--- src/rtl/pgchk_pkg.sv ---
package pgchk_pkg;
  typedef enum logic [1:0] {
    ACC_LOAD  = 2'd0,
    ACC_STORE = 2'd1,
    ACC_FETCH = 2'd2,
    ACC_RSV   = 2'd3
  } acc_e;

  typedef enum logic [2:0] {
    FLT_NONE = 3'd0,
    FLT_NOTP = 3'd1,
    FLT_RSVD = 3'd2,
    FLT_PROT = 3'd3,
    FLT_PKEY = 3'd4
  } flt_e;

  // permission mask bit positions
  localparam int P_R = 0;
  localparam int P_W = 1;
  localparam int P_X = 2;

  // error code bit positions
  localparam int EC_P    = 0;
  localparam int EC_W    = 1;
  localparam int EC_U    = 2;
  localparam int EC_RSVD = 3;
  localparam int EC_ID   = 4;
  localparam int EC_PK   = 5;
endpackage

--- src/rtl/pgchk_canon.sv ---
module pgchk_canon #(
  parameter int VA_W     = 64,
  parameter int SHIFT_4L = 47,
  parameter int SHIFT_5L = 56
) (
  input  logic [VA_W-1:0] va,
  input  logic            long_mode,
  input  logic            la57,
  output logic            noncanon
);
  localparam logic [VA_W-1:0] ONE   = 1;
  localparam logic [VA_W-1:0] HI_4L = ~((ONE << SHIFT_4L) - ONE);
  localparam logic [VA_W-1:0] HI_5L = ~((ONE << SHIFT_5L) - ONE);

  logic [VA_W-1:0] hi_mask;
  logic [VA_W-1:0] hi_bits;

  always_comb begin
    hi_mask  = la57 ? HI_5L : HI_4L;
    hi_bits  = va & hi_mask;
    noncanon = long_mode && (hi_bits != '0) && (hi_bits != hi_mask);
  end
endmodule

--- src/rtl/pgchk_rights.sv ---
module pgchk_rights
  import pgchk_pkg::*;
#(
  parameter int NKEY = 16,
  localparam int KEY_W = $clog2(NKEY),
  localparam int RW    = 2 * NKEY
) (
  input  logic             pte_user,
  input  logic             pte_write,
  input  logic             pte_nx,
  input  logic [KEY_W-1:0] pkey,
  input  logic             usr,
  input  logic             wp,
  input  logic             smep,
  input  logic             smap,
  input  logic             ukey_en,
  input  logic             skey_en,
  input  logic [RW-1:0]    urights,
  input  logic [RW-1:0]    srights,
  output logic [2:0]       base_prot,
  output logic [2:0]       key_prot
);
  logic [RW-1:0]  sel;
  logic [KEY_W:0] idx_ad;
  logic [KEY_W:0] idx_wd;
  logic           ad;
  logic           wd;

  assign idx_ad = {pkey, 1'b0};
  assign idx_wd = {pkey, 1'b1};

  always_comb begin
    // base permissions from the walk and supervisor protections
    base_prot[P_R] = !(smap && pte_user);
    base_prot[P_W] = base_prot[P_R] && (pte_write || !(usr || wp));
    base_prot[P_X] = !pte_nx && (usr || !(smep && pte_user));

    // key rights, register picked by the page's user attribute
    if (pte_user) sel = ukey_en ? urights : '0;
    else          sel = skey_en ? srights : '0;
    ad = sel[idx_ad];
    wd = sel[idx_wd];

    key_prot[P_R] = !ad;
    key_prot[P_W] = !ad && !(wd && (usr || wp));
    key_prot[P_X] = 1'b1;
  end
endmodule

--- src/rtl/pgchk_errcode.sv ---
module pgchk_errcode
  import pgchk_pkg::*;
#(
  parameter int ERR_W = 16
) (
  input  flt_e             flt,
  input  logic             usr,
  input  logic             store,
  input  logic             fetch,
  input  logic             nxe,
  input  logic             smep,
  output logic [ERR_W-1:0] code
);
  always_comb begin
    code = '0;
    unique case (flt)
      FLT_RSVD: code[EC_RSVD] = 1'b1;
      FLT_PROT: code[EC_P]    = 1'b1;
      FLT_PKEY: begin
        code[EC_P]  = 1'b1;
        code[EC_PK] = 1'b1;
      end
      default: ;
    endcase
    if (flt != FLT_NONE) begin
      code[EC_U]  = usr;
      code[EC_W]  = store;
      code[EC_ID] = fetch && (nxe || smep);
    end
  end
endmodule

--- src/rtl/page_perm_check.sv ---
module page_perm_check
  import pgchk_pkg::*;
#(
  parameter int VA_W     = 64,
  parameter int NKEY     = 16,
  parameter int ERR_W    = 16,
  parameter int SHIFT_4L = 47,
  parameter int SHIFT_5L = 56
) (
  input  logic                      clk,
  input  logic                      rst,
  input  logic                      i_valid,
  input  logic [VA_W-1:0]           i_va,
  input  logic                      i_long_mode,
  input  logic                      i_la57,
  input  logic                      i_walk_notp,
  input  logic                      i_walk_rsvd,
  input  logic                      i_pte_user,
  input  logic                      i_pte_write,
  input  logic                      i_pte_nx,
  input  logic [$clog2(NKEY)-1:0]   i_pkey,
  input  logic                      i_user,
  input  logic [1:0]                i_acc,
  input  logic                      i_wp,
  input  logic                      i_smep,
  input  logic                      i_smap,
  input  logic                      i_nxe,
  input  logic                      i_ukey_en,
  input  logic                      i_skey_en,
  input  logic [2*NKEY-1:0]         i_ukey_rights,
  input  logic [2*NKEY-1:0]         i_skey_rights,
  output logic                      o_valid,
  output logic                      o_allow,
  output logic [2:0]                o_prot,
  output logic                      o_pf,
  output logic                      o_gp,
  output logic [ERR_W-1:0]          o_err,
  output logic [VA_W-1:0]           o_fault_va
);
  logic             noncanon;
  logic [2:0]       base_prot;
  logic [2:0]       key_prot;
  logic [2:0]       fin_prot;
  logic             acc_store;
  logic             acc_fetch;
  logic             key_ok;
  logic             fin_ok;
  flt_e             flt;
  logic [ERR_W-1:0] code;

  pgchk_canon #(
    .VA_W(VA_W), .SHIFT_4L(SHIFT_4L), .SHIFT_5L(SHIFT_5L)
  ) u_canon (
    .va(i_va), .long_mode(i_long_mode), .la57(i_la57), .noncanon(noncanon)
  );

  pgchk_rights #(.NKEY(NKEY)) u_rights (
    .pte_user(i_pte_user), .pte_write(i_pte_write), .pte_nx(i_pte_nx),
    .pkey(i_pkey), .usr(i_user), .wp(i_wp), .smep(i_smep), .smap(i_smap),
    .ukey_en(i_ukey_en), .skey_en(i_skey_en),
    .urights(i_ukey_rights), .srights(i_skey_rights),
    .base_prot(base_prot), .key_prot(key_prot)
  );

  always_comb begin
    acc_store = (i_acc == ACC_STORE);
    acc_fetch = (i_acc == ACC_FETCH);
    fin_prot  = base_prot & key_prot;
    key_ok    = acc_store ? key_prot[P_W] : acc_fetch ? key_prot[P_X] : key_prot[P_R];
    fin_ok    = acc_store ? fin_prot[P_W] : acc_fetch ? fin_prot[P_X] : fin_prot[P_R];

    if (i_walk_notp)                  flt = FLT_NOTP;
    else if (i_walk_rsvd)             flt = FLT_RSVD;
    else if (i_user && !i_pte_user)   flt = FLT_PROT;
    else if (!key_ok)                 flt = FLT_PKEY;
    else if (!fin_ok)                 flt = FLT_PROT;
    else                              flt = FLT_NONE;
  end

  pgchk_errcode #(.ERR_W(ERR_W)) u_err (
    .flt(flt), .usr(i_user), .store(acc_store), .fetch(acc_fetch),
    .nxe(i_nxe), .smep(i_smep), .code(code)
  );

  always_ff @(posedge clk) begin
    if (rst) begin
      o_valid    <= 1'b0;
      o_allow    <= 1'b0;
      o_prot     <= '0;
      o_pf       <= 1'b0;
      o_gp       <= 1'b0;
      o_err      <= '0;
      o_fault_va <= '0;
    end else begin
      o_valid <= i_valid;
      if (i_valid) begin
        o_gp       <= noncanon;
        o_pf       <= !noncanon && (flt != FLT_NONE);
        o_allow    <= !noncanon && (flt == FLT_NONE);
        o_prot     <= (!noncanon && flt == FLT_NONE) ? fin_prot : 3'b000;
        o_err      <= noncanon ? '0 : code;
        o_fault_va <= (noncanon || flt != FLT_NONE) ? i_va : '0;
      end else begin
        o_gp       <= 1'b0;
        o_pf       <= 1'b0;
        o_allow    <= 1'b0;
        o_prot     <= '0;
        o_err      <= '0;
        o_fault_va <= '0;
      end
    end
  end


  valid_follow_chk: assert property (@(posedge clk) disable iff (rst)
    i_valid |=> o_valid);


  allow_clean_chk: assert property (@(posedge clk) disable iff (rst)
    o_allow |-> (!o_pf && !o_gp && o_fault_va == '0 && o_err == '0));


  gp_clean_chk: assert property (@(posedge clk) disable iff (rst)
    o_gp |-> (!o_pf && !o_allow && o_err == '0));


  pk_code_chk: assert property (@(posedge clk) disable iff (rst)
    o_err[EC_PK] |-> (o_err[EC_P] && !o_err[EC_ID] && o_pf));


  write_needs_read_chk: assert property (@(posedge clk) disable iff (rst)
    o_prot[P_W] |-> o_prot[P_R]);


  allow_has_prot_chk: assert property (@(posedge clk) disable iff (rst)
    o_allow |-> (o_prot != 3'b000));
endmodule

--- config.mk ---
export PLATFORM = sky130hd
export DESIGN_NAME = page_perm_check
export DESIGN_NICKNAME = d
export VERILOG_FILES = /design/src/rtl/pgchk_pkg.sv /design/src/rtl/pgchk_canon.sv /design/src/rtl/pgchk_rights.sv /design/src/rtl/pgchk_errcode.sv /design/src/rtl/page_perm_check.sv
export SDC_FILE = /design/constraint.sdc
export NUM_CORES = 1
export LEC_CHECK = 0
export ABC_AREA = 1
export BUFFER_PORTS_ARGS = -buffer_cell sky130_fd_sc_hd__buf_2
export CAP_MARGIN = 25
export CORE_UTILIZATION = 40
export CTS_BUF_LIST = sky130_fd_sc_hd__clkbuf_4 sky130_fd_sc_hd__clkbuf_8
export DETAILED_ROUTE_END_ITERATION = 10
export PLACE_DENSITY = 0.78
export SLEW_MARGIN = 20
export SYNTH_ARGS = -nofsm -noshare
export SYNTH_HDL_FRONTEND = slang
export SYNTH_SLANG_ARGS = --single-unit
--- constraint.sdc ---
create_clock -name clk -period 3.4 [get_ports clk]
set_clock_uncertainty 0.05 [all_clocks]
set_input_delay 0.51 -clock clk [delete_from_list [all_inputs] [get_ports clk]]
set_output_delay 0.51 -clock clk [all_outputs]
set_load 0.02 [all_outputs]
---- After elaboration in Yosys (flattened, before gate mapping) ----
Index checks and enable logic that the tools add are counted.
word-level totals
  ROM bits ................................ 0
  output and inout port bits .............. 87
  latch bits .............................. 0
  memories kept ........................... 0
  word-level logic and storage cells ...... 77
  input bits .............................. 151
  register bits after elaboration ......... 87
  RAM bits ................................ 0
cells by class
  equality and inequality tests ........... 6
  reduce and logical (&&, ||, !) cells .... 34
  mux-type cells .......................... 20
  div/mod/pow operators ................... 0
  shift operators ......................... 0
  $add $sub $neg .......................... 0
  $mul .................................... 0
  bitwise operators ....................... 6
  order comparisons ....................... 2
operators by type and width
  operator                                                                      count
  32-bit 2-to-1 mux                                                             3
  64-bit AND                                                                    1
  64-bit != test                                                                1
  64-bit nonzero test                                                           1
  56-bit 2-to-1 mux                                                             1
  1-bit logical AND                                                             12
  5-bit by 6-bit less-than comparator with 1-bit output, second input constant  2
  3-bit 2-to-1 mux                                                              4
  1-bit 2-to-1 mux                                                              9
  3-bit OR reduction                                                            3
  1-bit binary-select mux with 4-bit select                                     2
  1-bit zero test                                                               8
  3-bit by 2-bit == test with 1-bit output, second input constant               2
  1-bit logical OR                                                              5
  1-bit inverter                                                                4
  2-bit OR reduction                                                            2
  4-bit OR reduction                                                            1
  3-bit AND                                                                     1
  3-bit == test, second input constant                                          1
  3-bit zero test                                                               1
  3-bit nonzero test                                                            1
  2-bit by 1-bit == test with 1-bit output, second input constant               1
  2-bit == test, second input constant                                          1
  2-bit 2-to-1 mux                                                              1

---- Depth between registers and ports, before layout ----
Gate-level depths: netlist (run 1).
  word-level depth ........................ 19
  depth in mapped cells ................... 18
  mapped depth without buffers ............ 16

---- Cells and area by module ----
Synthesis (run 1) repeated with hierarchy kept, for this count alone.
second synthesis, totals
  cells, all modules ...................... 528
  area total of the unflattened synthesis .. 3674.8 um^2
by module, submodules not included
  module           sequential area each (um^2)  times used  cells each  area each (um^2)
  page_perm_check  1741.7                       1           305         2678.8
  pgchk_rights     0.0                          1           164         709.4
  pgchk_errcode    0.0                          1           27          147.6
  pgchk_canon      0.0                          1           32          138.9

---- Least setup slack after synthesis (run 1) ----
Ideal clock, no wire load.
  path kind ............................... input port to flip-flop
  start point ............................. input port i_ukey_en
  end point ............................... register o_fault_va[47]
  library setup time ...................... 111 ps
  setup slack ............................. 1263 ps
  stages .................................. 15
  data arrival time ....................... 1976 ps
  cell sequence ........................... buf_4 -> buf_4 -> nand3_1 -> nand3_1 -> nand3_1 -> nand3_1 -> nand3_1 -> nand2_1 -> inv_1 -> nand3_1 -> a21oi_2 -> nand3_2 -> nand2_4 -> buf_8 -> nor2_2
between the ends
  longest elaborated chain between the ends .. 18
  elaborated cells on any way between the ends .. 24
  classes of those cells .................. 15 x mux; 2 x bitwise; 7 x reduce/logical
RTL lines
  element                                    RTL line                source
  start, declared                            page_perm_check.sv:28   input logic i_ukey_en,
  32-bit 2-to-1 mux * (2 in series)          pgchk_rights.sv:39      if (pte_user) sel = ukey_en ? urights : '0;
  1-bit binary-select mux with 4-bit select  pgchk_rights.sv:42      wd = sel[idx_wd];
  1-bit 2-to-1 mux (implied by the code)     pgchk_rights.sv:42
  1-bit logical AND                          pgchk_rights.sv:45      key_prot[P_W] = !ad && !(wd && (usr || wp));
  1-bit zero test                            pgchk_rights.sv:45
  1-bit logical AND                          pgchk_rights.sv:45
  3-bit AND                                  page_perm_check.sv:68   fin_prot = base_prot & key_prot;
  1-bit 2-to-1 mux                           page_perm_check.sv:70   fin_ok = acc_store ? fin_prot[P_W] : acc_fetch ? fin_prot[P_X] : fin_prot[P_R];
  2-bit 2-to-1 mux                           page_perm_check.sv:76   else if (!fin_ok) flt = FLT_PROT;
  3-bit 2-to-1 mux *                         page_perm_check.sv:75   else if (!key_ok) flt = FLT_PKEY;
  3-bit 2-to-1 mux *                         page_perm_check.sv:74   else if (i_user && !i_pte_user) flt = FLT_PROT;
  3-bit 2-to-1 mux *                         page_perm_check.sv:73   else if (i_walk_rsvd) flt = FLT_RSVD;
  3-bit 2-to-1 mux *                         page_perm_check.sv:72   if (i_walk_notp) flt = FLT_NOTP;
  3-bit nonzero test *                       page_perm_check.sv:102  o_fault_va <= (noncanon || flt != FLT_NONE) ? i_va : '0;
  1-bit logical OR *                         page_perm_check.sv:102
  1-bit inverter (no source line) *          n/a
  3-bit OR reduction (no source line) *      n/a
  end signal, assigned                       page_perm_check.sv:102
  end, declared                              page_perm_check.sv:38   output logic [VA_W-1:0] o_fault_va
Mark *: on every way between the ends. The rest lies on a longest branch, timed or not. The select of a mux whose other input is x is not followed.
A chain may end at the register's enable or synchronous reset.

---- Worst setup path in the final report (run 1) ----
  start point ............................. input port i_pte_user
  end point ............................... register o_fault_va[13]
between the ends
  longest elaborated chain between the ends .. 17
  elaborated cells on any way between the ends .. 32
  classes of those cells .................. 14 x mux; 2 x bitwise; 16 x reduce/logical
RTL lines
  element                                    RTL line                source
  start, declared                            page_perm_check.sv:18   input logic i_pte_user,
  32-bit 2-to-1 mux                          pgchk_rights.sv:39
  1-bit binary-select mux with 4-bit select  pgchk_rights.sv:42
  1-bit 2-to-1 mux (implied by the code)     pgchk_rights.sv:42
  1-bit logical AND                          pgchk_rights.sv:45
  1-bit zero test                            pgchk_rights.sv:45
  1-bit logical AND                          pgchk_rights.sv:45
  3-bit AND                                  page_perm_check.sv:68
  1-bit 2-to-1 mux                           page_perm_check.sv:70
  2-bit 2-to-1 mux                           page_perm_check.sv:76
  3-bit 2-to-1 mux                           page_perm_check.sv:75
  3-bit 2-to-1 mux *                         page_perm_check.sv:74
  3-bit 2-to-1 mux *                         page_perm_check.sv:73
  3-bit 2-to-1 mux *                         page_perm_check.sv:72
  3-bit nonzero test *                       page_perm_check.sv:102
  1-bit logical OR *                         page_perm_check.sv:102
  1-bit inverter (no source line) *          n/a
  3-bit OR reduction (no source line) *      n/a
Marked as above.

==> summary.txt, run 1 <==
Global routing
  – Initial antenna violation count: 0
  – Largest net degree at the start of global routing: 35
  – Global route overflow: 0
  – GRT busiest layer: met2
  – GR met1 Demand/Resource: 22.56%
  – Met2 Track Usage GR: 38.63%
  – First-pass GRT wire length: 14680 um
  – GR Util met3: 4.785%
  – Vias in the first global route: 3336
  – GRT Total Usage: 20.82%

Run
  – Max-Cap Viols: 0

Yosys
  – #FFs+latches synth: 77
  – Post-synthesis cell area: 3470 sq um
  – Synthesized instance count: 445
  – Most used DFF post-synth: dfxtp_1
  – Sequential share of the synthesized area: 44.43%
  – EDFF count, synth: 0
  – Top cell type's share of synthesized area: 44.43%
  – Most common cell in the synthesized netlist: nand3_1
  – Most frequent cells after synthesis: nand3_1, inv_1, dfxtp_1
  – Post-synth ARST share: 0%
  – Syn_area_per_cell: 7.797 sq um
  – Top cell type by total area after synthesis: dfxtp_1
  – Synth Warn #: 0
  – Synth cell types: 26
  – Synth area leaders: dfxtp_1, nand3_1, nor2_2

Setup path
  – Crit-path max FO: 34
  – Most frequent CP cell: nand3_1
  – Slowest cell on crit path: buf_2
  – Crit path from: i_pte_user
  – Worst Path Arrival: 2.86 ns
  – Crit-path cells: buf_2 -> inv_6 -> nand3_1 -> nand3_1 -> nand3_1 -> nand3_1 -> nand3_1 -> nand2_1 -> inv_1 -> nand3_1 -> a21oi_2 -> nand3_2 -> nand2_4 -> buf_4 -> nor2_2
  – Startpoint Class: primary input
  – WS Path Type: primary input to flop
  – Worst EP required: 3.57 ns
  – Slowest stage delay, CP: 0.52 ns
  – Worst setup EP type: flop

Timing
  – Fmax: 372.6 MHz
  – TNS Setup: 0 ns
  – Max-slew violation count: 0
  – Tcrit/Tclk final: 78.95%
  – Final setup viols: 0
  – Least-Margin Pin Slew: 0.6646 ns
  – Unrepaired setup endpoints after global routing: no
  – Worst slew margin: 55.69%
  – Final hold violation count: 0
  – Final min period: 2.684 ns

Clock network
  – Num CTS Buffers: 9
  – CTS H-tree lvls: 3
  – CTS tree: yes
  – CTS root buffer: clkbuf_8
  – Post-cts sizing count: 0
  – Clock buffer depth: 2
  – Setup Buffers After CTS: 0
  – Clk sinks: 77
  – CTS clk-pin slew, worst paths: 0.08 ns
  – Hold buffers post-CTS: 0

Floorplan
  – Io pins: 238
  – Chip width: 95.14 um
  – Initial Util: 41.81%
  – DIE AREA: 9051 sq um
  – Height of the die: 95.14 um
  – Row count: 33
  – Total core area: 8299 sq um

Power and ir drop
  – PwrDens: 405.3 nW/um^2
  – Leak Pwr: 2.687 nW
  – VDD IR max: 0.0001983 V

Drt
  – DR WL/cell: 12.55 um
  – Via count: 3581
  – Initial DRT Pass Iterations: 5
  – Detailed-route DRC error count: 0
  – Remaining antenna violation count: 0
  – DRT iter0 DRCs: 113
  – Vias per std cell: 4.627
  – Routed WL: 9711 um

Final layout
  – Share of cells above drive strength 1: 46.19%
  – Storage cell area: 1541 sq um
  – Layout area overhead: 35.05%
  – Multi-input gate area: 1358 sq um
  – Total Nets Final: 816
  – Diodes inserted: 0
  – Final Core Density: 56.46%
  – Fill count: 775

Min path
  – HP Class: primary input to flop
  – Hold_sp: rst

Placement
  – GPL Wtd Cong: 0.9494
  – DP Wirelength: 7818 um
  – Port bufs: 227

Outcome
  – Status: completed
[metal layers]
layer,wire length (um),up-vias
met3,912,24
met2,4905,192
met4,246,0
met1,3647,1562
met5,0,-
li1,-,1803
[path summary, 6_finish.rpt]
path | endpoint | slack, ns | cells after the start
setup / recovery | o_fault_va[13]$_SDFF_PP0_ | 0.72 | 15
hold / removal | o_gp$_SDFF_PP0_ | 0.30 | 2
[layout by cell type (no fill, tap or decap), types with 3 or more instances in the layout]
cell type | Yosys | layout
buf_2 | 2 | 227
conb_1 | 1 | 10
nor3_1 | 6 | 6
nand4_1 | 4 | 4
inv_1 | 82 | 82
nand3_1 | 113 | 113
nor2_1 | 21 | 21
nor2_2 | 54 | 54
clkinv_2 | 0 | 3
dfxtp_1 | 77 | 77
clkbuf_8 | 0 | 9
nand2_1 | 37 | 37
nor4_1 | 4 | 4
nand2_2 | 3 | 3
[cells by family after synthesis]
group,synth area share [%]
simple gates,36.78
flops,44.43
other cells,0.1081
buf+inv,17.42
compound gates,1.262
[report_power, final]
group / switching, mW / internal (mW)
Sequential: 0.00758 / 0.936
Combinational: 0.227 / 0.144
Clock: 0.324 / 0.261
[through the flow]
stage	total power [mW]	setup slack (ns)	area, sq um	hold WS, ns	cells
after CTS	1.923	0.7290	4686	0.2805	774
final	1.899	0.7158	4686	0.2996	774
after global placement	1.329	0.4963	4522	0.6410	759
after detailed placement	1.335	0.3726	4522	0.6454	759
after global routing	1.999	0.5112	4686	0.2756	774
after floorplan	1.203	1.263	3503	0.5361	454
[worst max-delay path, delay by kind of cell]
| kind | cells | cell delay, ns |
|---|---|---|
| AND/OR/NAND/NOR | 10 | 1.11 |
| buffers and inverters | 4 | 1.06 |
| AO/OA/AOI/OAI | 1 | 0.17 |
[state kept, by name (all words and copies together) (netlist names)]
signal / flops
o_allow: 1
o_err: 6
o_fault_va: 64
o_gp: 1
o_pf: 1
o_prot: 3
o_valid: 1
[final cells by class]
type,count,share of cell area [%]
clock inverter,6,0.8545
tap,105,2.804
inverter,84,6.836
sequential,77,32.90
clock buffer,9,2.644
multi-input combinational,263,28.97
timing repair buffer,230,24.99
Note: power is estimated with default switching activity, not from simulation.
==> run 2, diff against run 1 <==
--- a/config.mk
+++ b/config.mk
@@ -5,13 +5,13 @@
 export SDC_FILE = /design/constraint.sdc
 export NUM_CORES = 1
 export LEC_CHECK = 0
-export ABC_AREA = 1
+export ABC_AREA = 0
 export BUFFER_PORTS_ARGS = -buffer_cell sky130_fd_sc_hd__buf_2
 export CAP_MARGIN = 25
 export CORE_UTILIZATION = 40
 export CTS_BUF_LIST = sky130_fd_sc_hd__clkbuf_4 sky130_fd_sc_hd__clkbuf_8
 export DETAILED_ROUTE_END_ITERATION = 10
-export PLACE_DENSITY = 0.78
+export PLACE_DENSITY = 0.79
 export SLEW_MARGIN = 20
 export SYNTH_ARGS = -nofsm -noshare
 export SYNTH_HDL_FRONTEND = slang
==> constraint.sdc (replaced) <==
create_clock -name clk -period 2.6 [get_ports clk]
set_clock_uncertainty 0.05 [all_clocks]
set_input_delay 0.39 -clock clk [delete_from_list [all_inputs] [get_ports clk]]
set_output_delay 0.39 -clock clk [all_outputs]
set_load 0.02 [all_outputs]
==> summary.txt, run 2 <==
Clock network
  – Clk sinks: 77
  – Setup Buffers After CTS: 0
  – Post-cts sizing count: 0
  – CTS H-tree lvls: 3
  – CTS clk-pin slew, worst paths: 0.08 ns
  – CTS root buffer: clkbuf_8
  – CTS tree: yes
  – Hold buffers post-CTS: 0
  – Num CTS Buffers: 9
  – Clock buffer depth: 2

Yosys
  – Synthesized instance count: 324
  – Most frequent cells after synthesis: dfxtp_1, and2_1, nor2_1
  – Top cell type's share of synthesized area: 47.31%
  – Synth cell types: 51
  – Top cell type by total area after synthesis: dfxtp_1
  – Simple-gate share of the synthesized area: 27.65%
  – Most used DFF post-synth: dfxtp_1
  – #FFs+latches synth: 77
  – Post-synthesis cell area: 3258 sq um
  – Sequential share of the synthesized area: 47.31%
  – Synth Warn #: 0
  – Adder-cell share of the synthesized area: 0%
  – Synth Area in Compound Gates: 13.86%
  – Synth area leaders: dfxtp_1, and2_1, buf_4
  – Syn_area_per_cell: 10.06 sq um
  – Mux share of post-synthesis cell area: 3.917%
  – EDFF count, synth: 0
  – XOR/XNOR Fraction of Synth Area: 0%
  – Most common cell in the synthesized netlist: dfxtp_1
  – Largest family of logic cells by synthesized area: simple AND/OR/NAND/NOR gates
  – Post-synth ARST share: 0%

Final layout
  – Largest register FFs: 64
  – Largest regs: o_fault_va (64), o_err (6), o_prot (3)
  – Final Core Density: 60.93%
  – Post-route cell area: 4757 sq um
  – Most frequent cells in the layout: buf_2, dfxtp_1, and2_1
  – Most common cell after layout, fill and taps aside: buf_2
  – Diodes inserted: 0
  – Total Nets Final: 720
  – Layout area overhead: 46.01%
  – Share of cells above drive strength 1: 49.13%
  – Largest reg by FF count: o_fault_va

Timing
  – Final min period: 2.373 ns
  – Final hold violation count: 0
  – Hold_ws: 0.1821 ns
  – Unrepaired setup endpoints after global routing: no
  – Fmax: 421.4 MHz
  – Max-slew violation count: 0
  – Final setup viols: 0
  – Tcrit/Tclk final: 91.26%

Drt
  – Vias per std cell: 4.814
  – DRT iter0 DRCs: 79
  – DR WL/cell: 14.11 um
  – Remaining antenna violation count: 0
  – Via count: 3254
  – Routed WL: 9541 um
  – Detailed-route DRC error count: 0
  – Initial DRT Pass Iterations: 4

Floorplan
  – DIE AREA: 8510 sq um
  – Chip width: 92.25 um
  – Row count: 32
  – Io pins: 238
  – Height of the die: 92.25 um
  – Total core area: 7807 sq um
  – Initial Util: 41.73%

Setup path
  – Worst setup EP type: flop
  – Startpoint Class: primary input
  – Worst EP required: 2.81 ns
  – Worst Path Arrival: 2.58 ns
  – Crit-path max FO: 10
  – WS Path Type: primary input to flop

Global routing
  – Global route overflow: 0
  – First-pass GRT wire length: 14670 um
  – GR Util met3: 5.721%
  – GRT busiest layer: met2
  – Met2 Track Usage GR: 40.42%
  – Initial antenna violation count: 0
  – Vias in the first global route: 3202
  – Largest net degree at the start of global routing: 46
  – GRT Total Usage: 22.09%
  – GR met1 Demand/Resource: 24.54%

Placement
  – Placed inst area: 4578 sq um
  – Port bufs: 227
  – DP Wirelength: 7788 um
  – GPL Wtd Cong: 0.9102

Outcome
  – Status: completed

Power and ir drop
  – VDD IR max: 0.0003325 V
  – Leak Pwr: 2.424 nW
  – PwrDens: 531.5 nW/um^2

Min path
  – HP Class: primary input to flop

Run
  – Max-Cap Viols: 0
==> run 2: cell count changes after synthesis, sizes merged, moves of 4 or more <==
cell / before / now
inv: 84 / 6
and2: 0 / 66
mux2: 0 / 6
buf: 30 / 26
a211oi: 0 / 7
a211o: 0 / 4
nand2b: 0 / 4
nand3: 114 / 4
nand2: 41 / 13
and3: 0 / 5
mux2i: 0 / 6
nand3b: 0 / 6
a221oi: 0 / 5
nor2: 76 / 17
==> run 2: cells by family (layout without fill, tap and decap cells) <==
| logic type | count (synthesis) | in the layout |
|---|---|---|
| AND/OR/NAND/NOR | 151 | 151 |
| flip-flops | 77 | 77 |
| AO/OA/AOI/OAI | 49 | 49 |
| buffers and inverters | 34 | 275 |
| multiplexers | 12 | 12 |
| other | 1 | 10 |
==> run 2: worst max-delay path, stage by stage <==
cell      delay [ns]
buf_2           0.16
nor2b_4         0.24
a211oi_1        0.13
a2111o_1        0.49
o311ai_4        0.32
a31oi_2         0.16
buf_4           0.17
a31oi_1         0.31
nor3b_1         0.21
==> run 2: per-layer routing <==
metal	part of all wire (%)	wire (um)
met4	1.8	168
met1	40	3855
met5	0	0
met2	51	4913
met3	6.3	604
==> run 2: path summary, 6_finish.rpt <==
kind | cells past startpoint | end | start | slack, ns
worst max-delay path | 9 | o_err[4]$_SDFF_PP0_ | i_pte_user | 0.23
worst min-delay path | 2 | o_err[3]$_SDFF_PP0_ | i_walk_notp | 0.18
==> run 2: power by group <==
part	switching (mW)	internal, mW	total, mW
clock	0.448	0.364	0.811
combinational	0.256	0.226	0.483
sequential	0.0104	1.22	1.23
total	0.715	1.81	2.53
==> run 2: metrics by stage <==
step | setup slack [ns] | setup TNS (ns) | std cells | power (mW)
after floorplan | 0.02147 | 0 | 333 | 1.528
after global placement | -0.06063 | -0.9221 | 660 | 1.728
after detailed placement | -0.1179 | -4.466 | 660 | 1.742
final | 0.2271 | 0 | 676 | 2.528
after CTS | 0.2381 | 0 | 676 | 2.550
after global routing | 0.05522 | 0 | 676 | 2.639
==> run 2: final cells by class <==
type,instances,area [sq um]
fill,697,3050
sequential,77,1541
multi-input combinational,222,1518
timing repair buffer,253,1369
clock buffer,10,131.4
tap,102,127.6
clock inverter,6,47.55
inverter,6,22.52
